===== config.mk =====
export PLATFORM = sky130hd
export DESIGN_NAME = synth_reg_link
export DESIGN_NICKNAME = d
export VERILOG_FILES = /design/src/rtl/synth_link_pkg.sv /design/src/rtl/sl_timer.sv /design/src/rtl/sl_shifter.sv /design/src/rtl/synth_reg_link.sv
export SDC_FILE = /design/constraint.sdc
export NUM_CORES = 1
export LEC_CHECK = 0
export BUFFER_PORTS_ARGS = -buffer_cell sky130_fd_sc_hd__buf_2
export CAP_MARGIN = 30
export CELL_PAD_IN_SITES_DETAIL_PLACEMENT = 0
export CELL_PAD_IN_SITES_GLOBAL_PLACEMENT = 1
export CORE_MARGIN = 5
export CORE_UTILIZATION = 30
export CTS_CLUSTER_SIZE = 8
export DETAILED_ROUTE_END_ITERATION = 8
export PLACE_DENSITY = 0.67
export SLEW_MARGIN = 5
export SYNTH_ARGS = -nofsm -noshare
export SYNTH_HDL_FRONTEND = slang
export SYNTH_SLANG_ARGS = --single-unit

===== constraint.sdc =====
create_clock -name clk -period 2.5 [get_ports clk]
set_clock_uncertainty 0.05 [all_clocks]
set_input_delay 0.125 -clock clk [delete_from_list [all_inputs] [get_ports clk]]
set_output_delay 0.125 -clock clk [all_outputs]
set_load 0.01 [all_outputs]

===== src/rtl/synth_link_pkg.sv =====
package synth_link_pkg;

   typedef enum logic [2:0] {
      LK_IDLE   = 3'd0,
      LK_GAP    = 3'd1,
      LK_SEND   = 3'd2,
      LK_STROBE = 3'd3,
      LK_RECV   = 3'd4
   } link_state_e;

   function automatic int unsigned max3(input int unsigned a, input int unsigned b,
                                        input int unsigned c);
      int unsigned m;
      m = (a > b) ? a : b;
      return (m > c) ? m : c;
   endfunction

endpackage


===== src/rtl/sl_timer.sv =====
module sl_timer #(
   parameter int CNT_W = 6
) (
   input  logic             clk,
   input  logic             rst_n,
   input  logic             clr_i,
   input  logic [CNT_W-1:0] limit_i,
   output logic             hit_o
);
   logic [CNT_W-1:0] cnt_q;

   assign hit_o = (cnt_q == limit_i) && !clr_i;

   always_ff @(posedge clk) begin
      if (!rst_n || clr_i || hit_o) begin
         cnt_q <= '0;
      end else begin
         cnt_q <= cnt_q + 1'b1;
      end
   end

   p_cnt_bound_r3: assert property (@(posedge clk) disable iff (!rst_n)
      !clr_i |-> (cnt_q <= limit_i));
endmodule


===== src/rtl/sl_shifter.sv =====
module sl_shifter #(
   parameter int WORD_W = 32
) (
   input  logic              clk,
   input  logic              rst_n,
   input  logic              load_i,
   input  logic [WORD_W-1:0] load_val_i,
   input  logic              shift_i,
   input  logic              cap_i,
   input  logic              miso_i,
   output logic              msb_o,
   output logic [WORD_W-1:0] cap_o
);
   logic [WORD_W-1:0] out_q;
   logic [WORD_W-1:0] in_q;

   always_ff @(posedge clk) begin
      if (!rst_n) begin
         out_q <= '0;
      end else if (load_i) begin
         out_q <= load_val_i;
      end else if (shift_i) begin
         out_q <= {out_q[WORD_W-2:0], 1'b0};
      end
   end

   always_ff @(posedge clk) begin
      if (!rst_n) begin
         in_q <= '0;
      end else if (cap_i) begin
         in_q <= {in_q[WORD_W-2:0], miso_i};
      end
   end

   assign msb_o = out_q[WORD_W-1];
   assign cap_o = in_q;

   p_load_shift_excl_r2: assert property (@(posedge clk) disable iff (!rst_n)
      !(load_i && shift_i));
endmodule


===== src/rtl/synth_reg_link.sv =====
module synth_reg_link
   import synth_link_pkg::*;
#(
   parameter int DATA_W     = 32,
   parameter int IDX_W      = 3,
   parameter int STATUS_IDX = 6,
   parameter int RB_ALIGN   = 2,
   parameter int HALF_CYC   = 2,
   parameter int GAP_CYC    = 50,
   parameter int STROBE_CYC = 50
) (
   input  logic              clk,
   input  logic              rst_n,
   input  logic              start_i,
   input  logic              read_i,
   input  logic [IDX_W-1:0]  reg_idx_i,
   input  logic [DATA_W-1:0] value_i,
   output logic              busy_o,
   output logic              done_o,
   output logic [DATA_W-1:0] rdata_o,
   output logic              sclk_o,
   output logic              mosi_o,
   output logic              le_o,
   input  logic              miso_i
);
   localparam int unsigned LIM_MAX = max3(HALF_CYC, GAP_CYC, STROBE_CYC);
   localparam int          CNT_W   = $clog2(LIM_MAX + 1);
   localparam int          BIT_W   = $clog2(DATA_W);
   localparam logic [BIT_W-1:0] LAST_BIT = BIT_W'(DATA_W - 1);

   if (HALF_CYC < 1)   $error("HALF_CYC must be at least 1");
   if (GAP_CYC < 1)    $error("GAP_CYC must be at least 1");
   if (STROBE_CYC < 1) $error("STROBE_CYC must be at least 1");
   if (IDX_W >= DATA_W) $error("IDX_W must be smaller than DATA_W");
   if (STATUS_IDX >= (1 << IDX_W)) $error("STATUS_IDX does not fit the index field");
   if (RB_ALIGN >= DATA_W) $error("RB_ALIGN must be smaller than DATA_W");

   link_state_e      state_q;
   logic             rd_q;
   logic             phase_hi_q;
   logic [BIT_W-1:0] bit_q;
   logic [DATA_W-1:0] rdata_q;
   logic             done_q;

   logic             tmr_clr;
   logic [CNT_W-1:0] tmr_lim;
   logic             tmr_hit;
   logic             accept;
   logic [DATA_W-1:0] frame;
   logic             sh_shift;
   logic             sh_cap;
   logic             sh_msb;
   logic [DATA_W-1:0] sh_cap_word;
   logic [DATA_W-1:0] rb_word;

   // ---------------- frame assembly ----------------
   assign accept = (state_q == LK_IDLE) && start_i;
   assign frame  = read_i ? DATA_W'(STATUS_IDX)
                          : {value_i[DATA_W-1:IDX_W], reg_idx_i};

   // ---------------- readback alignment ----------------
   if (RB_ALIGN == 0) begin : g_rb_plain
      assign rb_word = sh_cap_word;
   end else begin : g_rb_shift
      assign rb_word = {sh_cap_word[DATA_W-1-RB_ALIGN:0], {RB_ALIGN{1'b0}}};
   end

   // ---------------- interval timer ----------------
   always_comb begin
      tmr_clr = 1'b0;
      tmr_lim = '0;
      unique case (state_q)
         LK_GAP:           tmr_lim = CNT_W'(GAP_CYC - 1);
         LK_SEND, LK_RECV: tmr_lim = CNT_W'(HALF_CYC - 1);
         LK_STROBE:        tmr_lim = CNT_W'(STROBE_CYC - 1);
         default:          tmr_clr = 1'b1;
      endcase
   end

   sl_timer #(.CNT_W(CNT_W)) u_timer (
      .clk     (clk),
      .rst_n   (rst_n),
      .clr_i   (tmr_clr),
      .limit_i (tmr_lim),
      .hit_o   (tmr_hit)
   );

   // ---------------- shift datapath ----------------
   assign sh_shift = (state_q == LK_SEND) && tmr_hit && phase_hi_q && (bit_q != LAST_BIT);
   assign sh_cap   = (state_q == LK_RECV) && tmr_hit && !phase_hi_q;

   sl_shifter #(.WORD_W(DATA_W)) u_shift (
      .clk        (clk),
      .rst_n      (rst_n),
      .load_i     (accept),
      .load_val_i (frame),
      .shift_i    (sh_shift),
      .cap_i      (sh_cap),
      .miso_i     (miso_i),
      .msb_o      (sh_msb),
      .cap_o      (sh_cap_word)
   );

   // ---------------- sequencer ----------------
   always_ff @(posedge clk) begin
      if (!rst_n) begin
         state_q    <= LK_IDLE;
         rd_q       <= 1'b0;
         phase_hi_q <= 1'b0;
         bit_q      <= '0;
         rdata_q    <= '0;
         done_q     <= 1'b0;
      end else begin
         done_q <= 1'b0;
         unique case (state_q)
            LK_IDLE: begin
               if (start_i) begin
                  state_q <= LK_GAP;
                  rd_q    <= read_i;
               end
            end
            LK_GAP: begin
               if (tmr_hit) begin
                  state_q    <= LK_SEND;
                  phase_hi_q <= 1'b0;
                  bit_q      <= '0;
               end
            end
            LK_SEND, LK_RECV: begin
               if (tmr_hit) begin
                  if (!phase_hi_q) begin
                     phase_hi_q <= 1'b1;
                  end else begin
                     phase_hi_q <= 1'b0;
                     if (bit_q == LAST_BIT) begin
                        bit_q <= '0;
                        if (state_q == LK_SEND) begin
                           state_q <= LK_STROBE;
                        end else begin
                           state_q <= LK_IDLE;
                           done_q  <= 1'b1;
                           rdata_q <= rb_word;
                        end
                     end else begin
                        bit_q <= bit_q + 1'b1;
                     end
                  end
               end
            end
            LK_STROBE: begin
               if (tmr_hit) begin
                  if (rd_q) begin
                     state_q    <= LK_RECV;
                     phase_hi_q <= 1'b0;
                     bit_q      <= '0;
                  end else begin
                     state_q <= LK_IDLE;
                     done_q  <= 1'b1;
                  end
               end
            end
            default: state_q <= LK_IDLE;
         endcase
      end
   end

   // ---------------- outputs ----------------
   assign busy_o  = (state_q != LK_IDLE);
   assign done_o  = done_q;
   assign rdata_o = rdata_q;
   assign sclk_o  = ((state_q == LK_SEND) || (state_q == LK_RECV)) && phase_hi_q;
   assign le_o    = (state_q == LK_STROBE) || (state_q == LK_RECV);
   assign mosi_o  = ((state_q == LK_GAP) || (state_q == LK_SEND)) && sh_msb;

   // ---------------- assertions ----------------
   p_sclk_idle_r3: assert property (@(posedge clk) disable iff (!rst_n)
      !busy_o |-> !sclk_o);
   p_mosi_hold_r3: assert property (@(posedge clk) disable iff (!rst_n)
      (sclk_o && $past(sclk_o)) |-> $stable(mosi_o));
   p_strobe_quiet_r5: assert property (@(posedge clk) disable iff (!rst_n)
      (le_o && !rd_q) |-> (!sclk_o && !mosi_o));
   p_recv_zero_r7: assert property (@(posedge clk) disable iff (!rst_n)
      (state_q == LK_RECV) |-> (!mosi_o && le_o));
   p_done_single_r10: assert property (@(posedge clk) disable iff (!rst_n)
      done_o |=> !done_o);
   p_done_idle_r10: assert property (@(posedge clk) disable iff (!rst_n)
      done_o |-> !busy_o);
   p_busy_ignore_r9: assert property (@(posedge clk) disable iff (!rst_n)
      (busy_o && start_i) |=> $stable(rd_q));
   p_rdata_hold_r8: assert property (@(posedge clk) disable iff (!rst_n)
      !done_o |-> $stable(rdata_o));
   p_rdata_align_r8: assert property (@(posedge clk) disable iff (!rst_n)
      rdata_o[1:0] == 2'b00);
endmodule


==> impl_results.md, run 1 <==
- Tcrit/Tclk final: 0.915
- Main synth FF type: dfxtp_1
- Slew margin rel.: 0.448
- FF-to-FF path depth: 9
- Final setup violation count: 0
- Drt first pass iters: 4
- Worst hold path class: input pin to register
- R2R Path End: u_shift.out_q[2]
- Asr flop ratio synth: 0
- Final Hold Violating Endpoints: 0
- CP Class: register to register
- Reg-to-Reg Start: bit_q[0]
- Top-area cell type share of the netlist area: 0.442
- Worst setup SP type: register
- Nature of the critical path endpoint: register
- Mapped Cells: 562
- Placed cell count: between 800 and 900
- #FFs+latches synth: 109
- Hold_sp: reg_idx_i[0]
- Clock Latency Late Sink: 0.34 ns
- Sequential fraction of the synthesis area: 0.442
- # DRC: 0
- Slowest-stage cell, CP: dfxtp_1
- Post-cts sizing count: 0
- Cell Chain, Critical Path: ha_1 > and3_1 > ha_1 > nor4b_1 > nand4_1 > nand2_2 > buf_12 > mux2i_1 > nor2b_1
- Peak supply drop: 332 µV
- Antenna violation net count after detailed routing: 0
- Final Instance Area: approximately 0.0057 mm²
- Drt initial violations: 182
- Ys Warns: 0
- Top delay family on crit path: simple AND/OR/NAND/NOR gates
- Placed instance area: between 0.005 and 0.006 mm²
- Distinct cells, synth: 47
- CP required: 2.69 ns
- Mapped Area: around 0.0049 mm²
- Outcome: finished, final reports clean
- Post-DP HPWL: around 6900 µm
- Largest net degree at the start of global routing: 43
- Reg2reg setup slack: 0.21 ns
- Worst-Margin Slew: 0.829 ns
- Final #Nets: 653
- Layout cells sized above 1: 0.205
- Die extent in x: 138 µm
- # diodes: 0
- Dominant cells by area after synthesis: dfxtp_1, nand2_1, a21boi_1
- CP max stage delay: 0.34 ns
- Max Cap Viol: 0
- Worst hold endpoint: u_shift.out_q[0]
- Fin Setup TNS: 0 ns
- Power density over the cells: 608 mW/mm²
- DR vias/cell: 4.71
- Period minus WS final: 2.29 ns
- WL final: about 10000 µm
- Io pins: 77
- RSZ-0062 raised after global routing: no
- Clock Path Buffers: 2
- Area growth syn-to-layout: 16.1%
- Post-route insts no fill: 830
- GRT Total Usage: 0.113
- Initial Util: 0.308
- P_leak: 2.41 nW
- Worst-path clk slew: around 0.07 ns
- GPL Wtd Cong: 0.742
- Full die area: 0.0191 mm²
- TritonCTS buffer count: 9
- Die height: roughly 140 µm
- Root Driver: clkbuf_16
- Slew Viols, Final: 0
- Util after Layout: 0.358
- Port bufs: 71
- Avg WL per Cell: 12.6 µm
- Post-synth EDFFs: 0
- Worst Path Max Fanout: 42
- Initial antenna violation count: 0
- Num Clock Sinks: between 100 and 150
- Area leader, netlist: dfxtp_1
- TritonCTS clock tree: yes
- Vias: 3910
- CP bufs+invs: 1
- H-tree depth: 3
- Top cell by count, worst path: ha_1
- WP data arrival: 2.47 ns
- Core ar.: 0.0160 mm²
- Vias in the first global route: 3927
- Hold Path Depth: 3
- Global-route wire length before repair: around 18000 µm
- Synth Area per Inst: 8.78 µm²
- Congestion Overflow GR: 0
- FP Rows: 46
- Fmax: about 440 MHz
==> final cells by class <==
| class | count | area [µm²] |
|---|---|---|
| Clock buffer | 10 | 229 |
| Timing Repair Buffer | 83 | 485 |
| Inverter | 4 | 15.0 |
| Sequential cell | 109 | 2180 |
| Multi-Input combinational cell | 403 | 2510 |
| Fill cell | 1726 | 10300 |
| Clock inverter | 5 | 45.0 |
| Tap cell | 216 | 270 |
==> report_power, final <==
| group | switching, mW | internal (mW) |
|---|---|---|
| Sequential | 0.0341 | 1.79 |
| Clock | 0.651 | 0.685 |
| Combinational | 0.169 | 0.154 |
| Total | 0.854 | 2.63 |
==> tightest hold or removal path, stage by stage <==
cell,delay [ns]
buf_2,0.11
or3b_1,0.15
a21boi_1,0.06
==> what timing repair did <==
action	in CTS	in global routing
buffers inserted	0	0
hold buffers	1	0
hold endpoints to repair	1	0
==> kinds of logic after synthesis <==
| kind of cell | share of synthesized area |
|---|---|
| muxes | 0.0104 |
| other | 0.000760 |
| buffers and inverters | 0.0520 |
| AOI/OAI and AO/OA | 0.207 |
| DFF | 0.442 |
| xor gates and xnor gates | 0.0142 |
| and+or+nand+nor | 0.266 |
| adders and majority gates | 0.00761 |
==> sequential cells by signal, summed over array words and instances (netlist names) <==
signal and flops:
done_o 1, u_shift.cap_o 30, phase_hi_q 1, u_shift.out_q 32, rd_q 1, state_q 3, u_timer.cnt_q 6, bit_q 5
rdata_o 30
==> metrics by stage <==
stage | hold WS [ns] | setup slack (ns) | total power [mW]
floorplan | 0.210 | 0.471 | 2.12
finish | 0.103 | 0.214 | 3.48
CTS | 0.0820 | 0.221 | 3.56
global route | 0.106 | 0.0375 | 3.67
detailed placement | 0.328 | 0.240 | 2.19
global placement | 0.324 | 0.278 | 2.18
==> cells in the mapped netlist, types with 3 or more instances <==
library cell	count
buf_1	3
nor2b_1	5
nand3b_1	3
xor2_1	3
a22o_1	3
clkbuf_1	20
buf_2	16
buf_4	4
inv_1	4
nand3_1	7
ha_1	3
xnor2_1	5
nor2_1	12
nor3b_2	20
and3_1	5
dfxtp_1	109
o21ai_0	3
buf_6	4
a21oi_1	32
mux2i_1	4
nand2b_1	3
nor3b_1	11
o211a_1	29
nand2_1	162
a21boi_1	62
==> cell usage in the layout (no fill, tap or decap), types with 3 or more instances in the layout <==
master	n
nand3_1	7
o211a_1	29
nor3b_1	11
o21ai_0	3
mux2i_1	4
ha_1	3
xor2_1	3
buf_4	8
buf_12	3
a21boi_1	62
nand2_1	162
nand2b_1	3
dfxtp_1	109
a22o_1	3
nand3b_1	3
a21oi_1	32
clkbuf_16	9
nor2_1	10
xnor2_1	5
nor2b_1	5
buf_2	71
and3_1	5
nor3b_2	20
inv_1	4
==> layer usage <==
layer	global-route usage	vias up	routed length (µm)
met4	0.0406	0	69
met2	0.182	77	4760
li1	-	2006	-
met5	0	-	0
met1	0.147	1821	5190
met3	0.0272	6	415
==> how the worst max path moves through the flow <==
stage,endpoint,start,cells past startpoint,slack [ns]
floorplan,u_shift.out_q[12],bit_q[0],9,0.47
global placement,u_shift.out_q[2],bit_q[0],9,0.28
detailed placement,u_shift.out_q[2],bit_q[0],9,0.24
CTS,u_shift.out_q[2],bit_q[0],9,0.22
global route,u_shift.out_q[1],bit_q[0],9,0.04
finish,u_shift.out_q[2],bit_q[0],9,0.21
Power figures use the tool's default switching activity.
==> run 2: changes to the inputs <==
- PLACE_DENSITY: 0.67 -> 0.61
==> run 2 against run 1 <==
First-iteration DRC count fell by 17%. Utilization rose by 0.37 points. Power rose by 1.1%. Wire length rose by 3.4%. Sequential power barely moved. Critical path depth did not move. Register-to-register slack improved by 0.04 ns. Largest cell class unchanged.
==> impl_results.md, run 2 (synthesis results as in run 1) <==
- Die extent in x: 138 µm (unchanged)
- Die height: 138 µm (unchanged)
- GPL Wtd Cong: 0.707 (was 0.742)
- Drt initial violations: 151 (was 182)
- DR vias/cell: 4.62 (was 4.71)
- Congestion Overflow GR: 0 (unchanged)
- CP required: 2.69 ns (about the same)
- GRT Total Usage: 0.114 (was 0.113)
- Clock network power share: 0.389 (was 0.384)
- WL final: 10800 µm (was 10400 µm)
- Placed instance area: 0.00550 mm² (was 0.00545 mm²)
- Clock Latency Late Sink: 0.35 ns (was 0.34 ns)
- Sw frac: 0.251 (was 0.245)
- Nature of the critical path endpoint: register (unchanged)
- Fin Setup TNS: 0 ns (unchanged)
- Worst setup SP type: register (unchanged)
- Worst hold path class: input pin to register (unchanged)
- H-tree depth: 3 (unchanged)
- Slew margin rel.: 0.447 (was 0.448)
- R2R Path End: u_shift.out_q[4] (was u_shift.out_q[2])
- Initial antenna violation count: 0 (unchanged)
- FF-to-FF path depth: 9 (unchanged)
- Post-DP HPWL: 7230 µm (was 6910 µm)
- CP startpoint: bit_q[0] (unchanged)
- Post CTS Setup Buffer Count: 0 (unchanged)
- Global-route wire length before repair: 18500 µm (was 18400 µm)
- Fin worst setup slack: 0.251 ns (was 0.214 ns)
- Worst Path Max Fanout: 13 (was 42)
- Full die area: 0.0191 mm² (unchanged)
- Area growth syn-to-layout: 17.3% (was 16.1%)
- Top cell by count, worst path: ha_1 (unchanged)
- Layout cells sized above 1: 0.215 (was 0.205)
- RSZ-0062 raised after global routing: no (unchanged)
- CP Class: register to register (unchanged)
- Period minus WS final: 2.25 ns (was 2.29 ns)
- Hold_sp: reg_idx_i[0] (unchanged)
- Num Clock Sinks: 109 (unchanged)
- Drt first pass iters: 4 (unchanged)
- Most frequent cells in the layout: nand2_1, dfxtp_1, buf_2, a21boi_1, a21oi_1 (unchanged)
- P_leak: 2.44 nW (was 2.41 nW)
- Largest net degree at the start of global routing: 43 (unchanged)
- Hold Path Depth: 3 (unchanged)
- Antenna violation net count after detailed routing: 0 (unchanged)
- Io pins: 77 (unchanged)
- Gate power share: 0.094 (was 0.093)
- Most common cell after layout, fill and taps aside: nand2_1 (unchanged)
- Post-CTS Hold Buffers: 1 (unchanged)
- CP max stage delay: 0.34 ns (about the same)
- Outcome: finished, final reports clean (unchanged)
- Fmax: 445 MHz (was 437 MHz)
- Fill count: 1732 (was 1726)
- Avg WL per Cell: 12.9 µm (was 12.6 µm)
- Clock Path Buffers: 2 (unchanged)
- Internal Pwr Total: 2.64 mW (was 2.63 mW)
- Top delay family on crit path: simple AND/OR/NAND/NOR gates (unchanged)
- Post-cts sizing count: 0 (unchanged)
- Final #Nets: 658 (was 653)
- Final Hold Violating Endpoints: 0 (unchanged)
- Reg-to-Reg Start: bit_q[0] (unchanged)
- Register bank with the most flops: u_shift.out_q (unchanged)
- Pre-CTS WS: 0.232 ns (was 0.240 ns)
- WP data arrival: 2.44 ns (was 2.47 ns)
- Final Instance Area: 0.00579 mm² (was 0.00573 mm²)
- Slew Viols, Final: 0 (unchanged)
- Peak supply drop: 299 µV (was 332 µV)
- Root Driver: clkbuf_16 (unchanged)
- Vias: 3865 (was 3910)
- TritonCTS buffer count: 9 (unchanged)
- Worst-path clk slew: 0.07 ns (about the same)
- Port bufs: 71 (unchanged)
- Vias in the first global route: 3702 (was 3927)
- Initial Util: 0.308 (unchanged)
- Sw Pwr: 0.882 mW (was 0.854 mW)
- Slowest-stage cell, CP: dfxtp_1 (unchanged)
- TritonCTS clock tree: yes (unchanged)
- Cell Chain, Critical Path: ha_1 > and3_1 > ha_1 > nor4b_1 > nand4_1 > nand2_2 > buf_4 > nand2_1 > o211a_1 (was ha_1 > and3_1 > ha_1 > nor4b_1 > nand4_1 > nand2_2 > buf_12 > mux2i_1 > nor2b_1)
- # diodes: 0 (unchanged)
- Max FFs per register: 32 (unchanged)
- Worst hold endpoint: u_shift.out_q[0] (unchanged)
- Worst-Margin Slew: 0.829 ns (about the same)
- Max Cap Viol: 0 (unchanged)
- Power density over the cells: 608 mW/mm² (about the same)
- Post-route insts no fill: 836 (was 830)
- Design Power: 3.52 mW (was 3.48 mW)
- Flop pwr share: 0.518 (was 0.524)
- Final setup violation count: 0 (unchanged)
- Core ar.: 0.0160 mm² (unchanged)
- CP bufs+invs: 1 (unchanged)
- # DRC: 0 (unchanged)
- FP Rows: 46 (unchanged)
- Tcrit/Tclk final: 0.900 (was 0.915)
- Placed cell count: 819 (was 814)
- Reg2reg setup slack: 0.25 ns (was 0.21 ns)
-- run 2: per-layer routing --
metal / GRT usage / wire (µm) / up-vias
met4: 0.0328 / 141 / 0
met2: 0.174 / 4870 / 51
li1: - / - / 2012
met3: 0.0355 / 411 / 10
met1: 0.156 / 5370 / 1792
met5: 0 / 0 / -
-- run 2: cell type report --
class | count | area (µm²) | area share
clock buffer | 9 | 225 | 0.0389
clock inverter | 7 | 57.6 | 0.00994
multi-input combinational | 403 | 2510 | 0.433
sequential | 109 | 2180 | 0.377
inverter | 4 | 15.0 | 0.00259
timing repair buffer | 88 | 536 | 0.0925
tap | 216 | 270 | 0.0467
-- run 2: worst register-to-register path, delay by kind of cell (launching register included) --
kind / cells / cell delay (ns)
AO/OA/AOI/OAI: 1 / 0.12
adder cells (fa/ha/maj): 2 / 0.42
buffers and inverters: 1 / 0.24
flip-flops: 1 / 0.34
AND/OR/NAND/NOR: 5 / 0.97
-- run 2: metrics by stage --
step | hold slack, ns | utilization
finish | 0.0937 | 0.362
floorplan | 0.210 | -
global route | 0.102 | 0.362
CTS | 0.0789 | 0.362
global placement | 0.325 | 0.344
detailed placement | 0.329 | 0.344
-- run 2: power by group through the flow --
stage	combinational (mW)	clock [mW]	sequential [mW]
after global routing	0.375	1.50	1.83
after global placement	0.328	0	1.86
after CTS	0.337	1.43	1.82
final	0.330	1.37	1.82
after floorplan	0.268	0	1.85
after detailed placement	0.334	0	1.86
-- run 2: worst max path at each step --
stage	slack (ns)	depth (start not counted)	to
2_1_floorplan	0.47	9	u_shift.out_q[12]
3_3_place_gp	0.26	9	u_shift.out_q[3]
3_5_place_dp	0.23	9	u_shift.out_q[4]
4_1_cts	0.21	9	u_shift.out_q[4]
5_1_grt	0.01	9	u_shift.out_q[3]
6_report	0.25	9	u_shift.out_q[4]
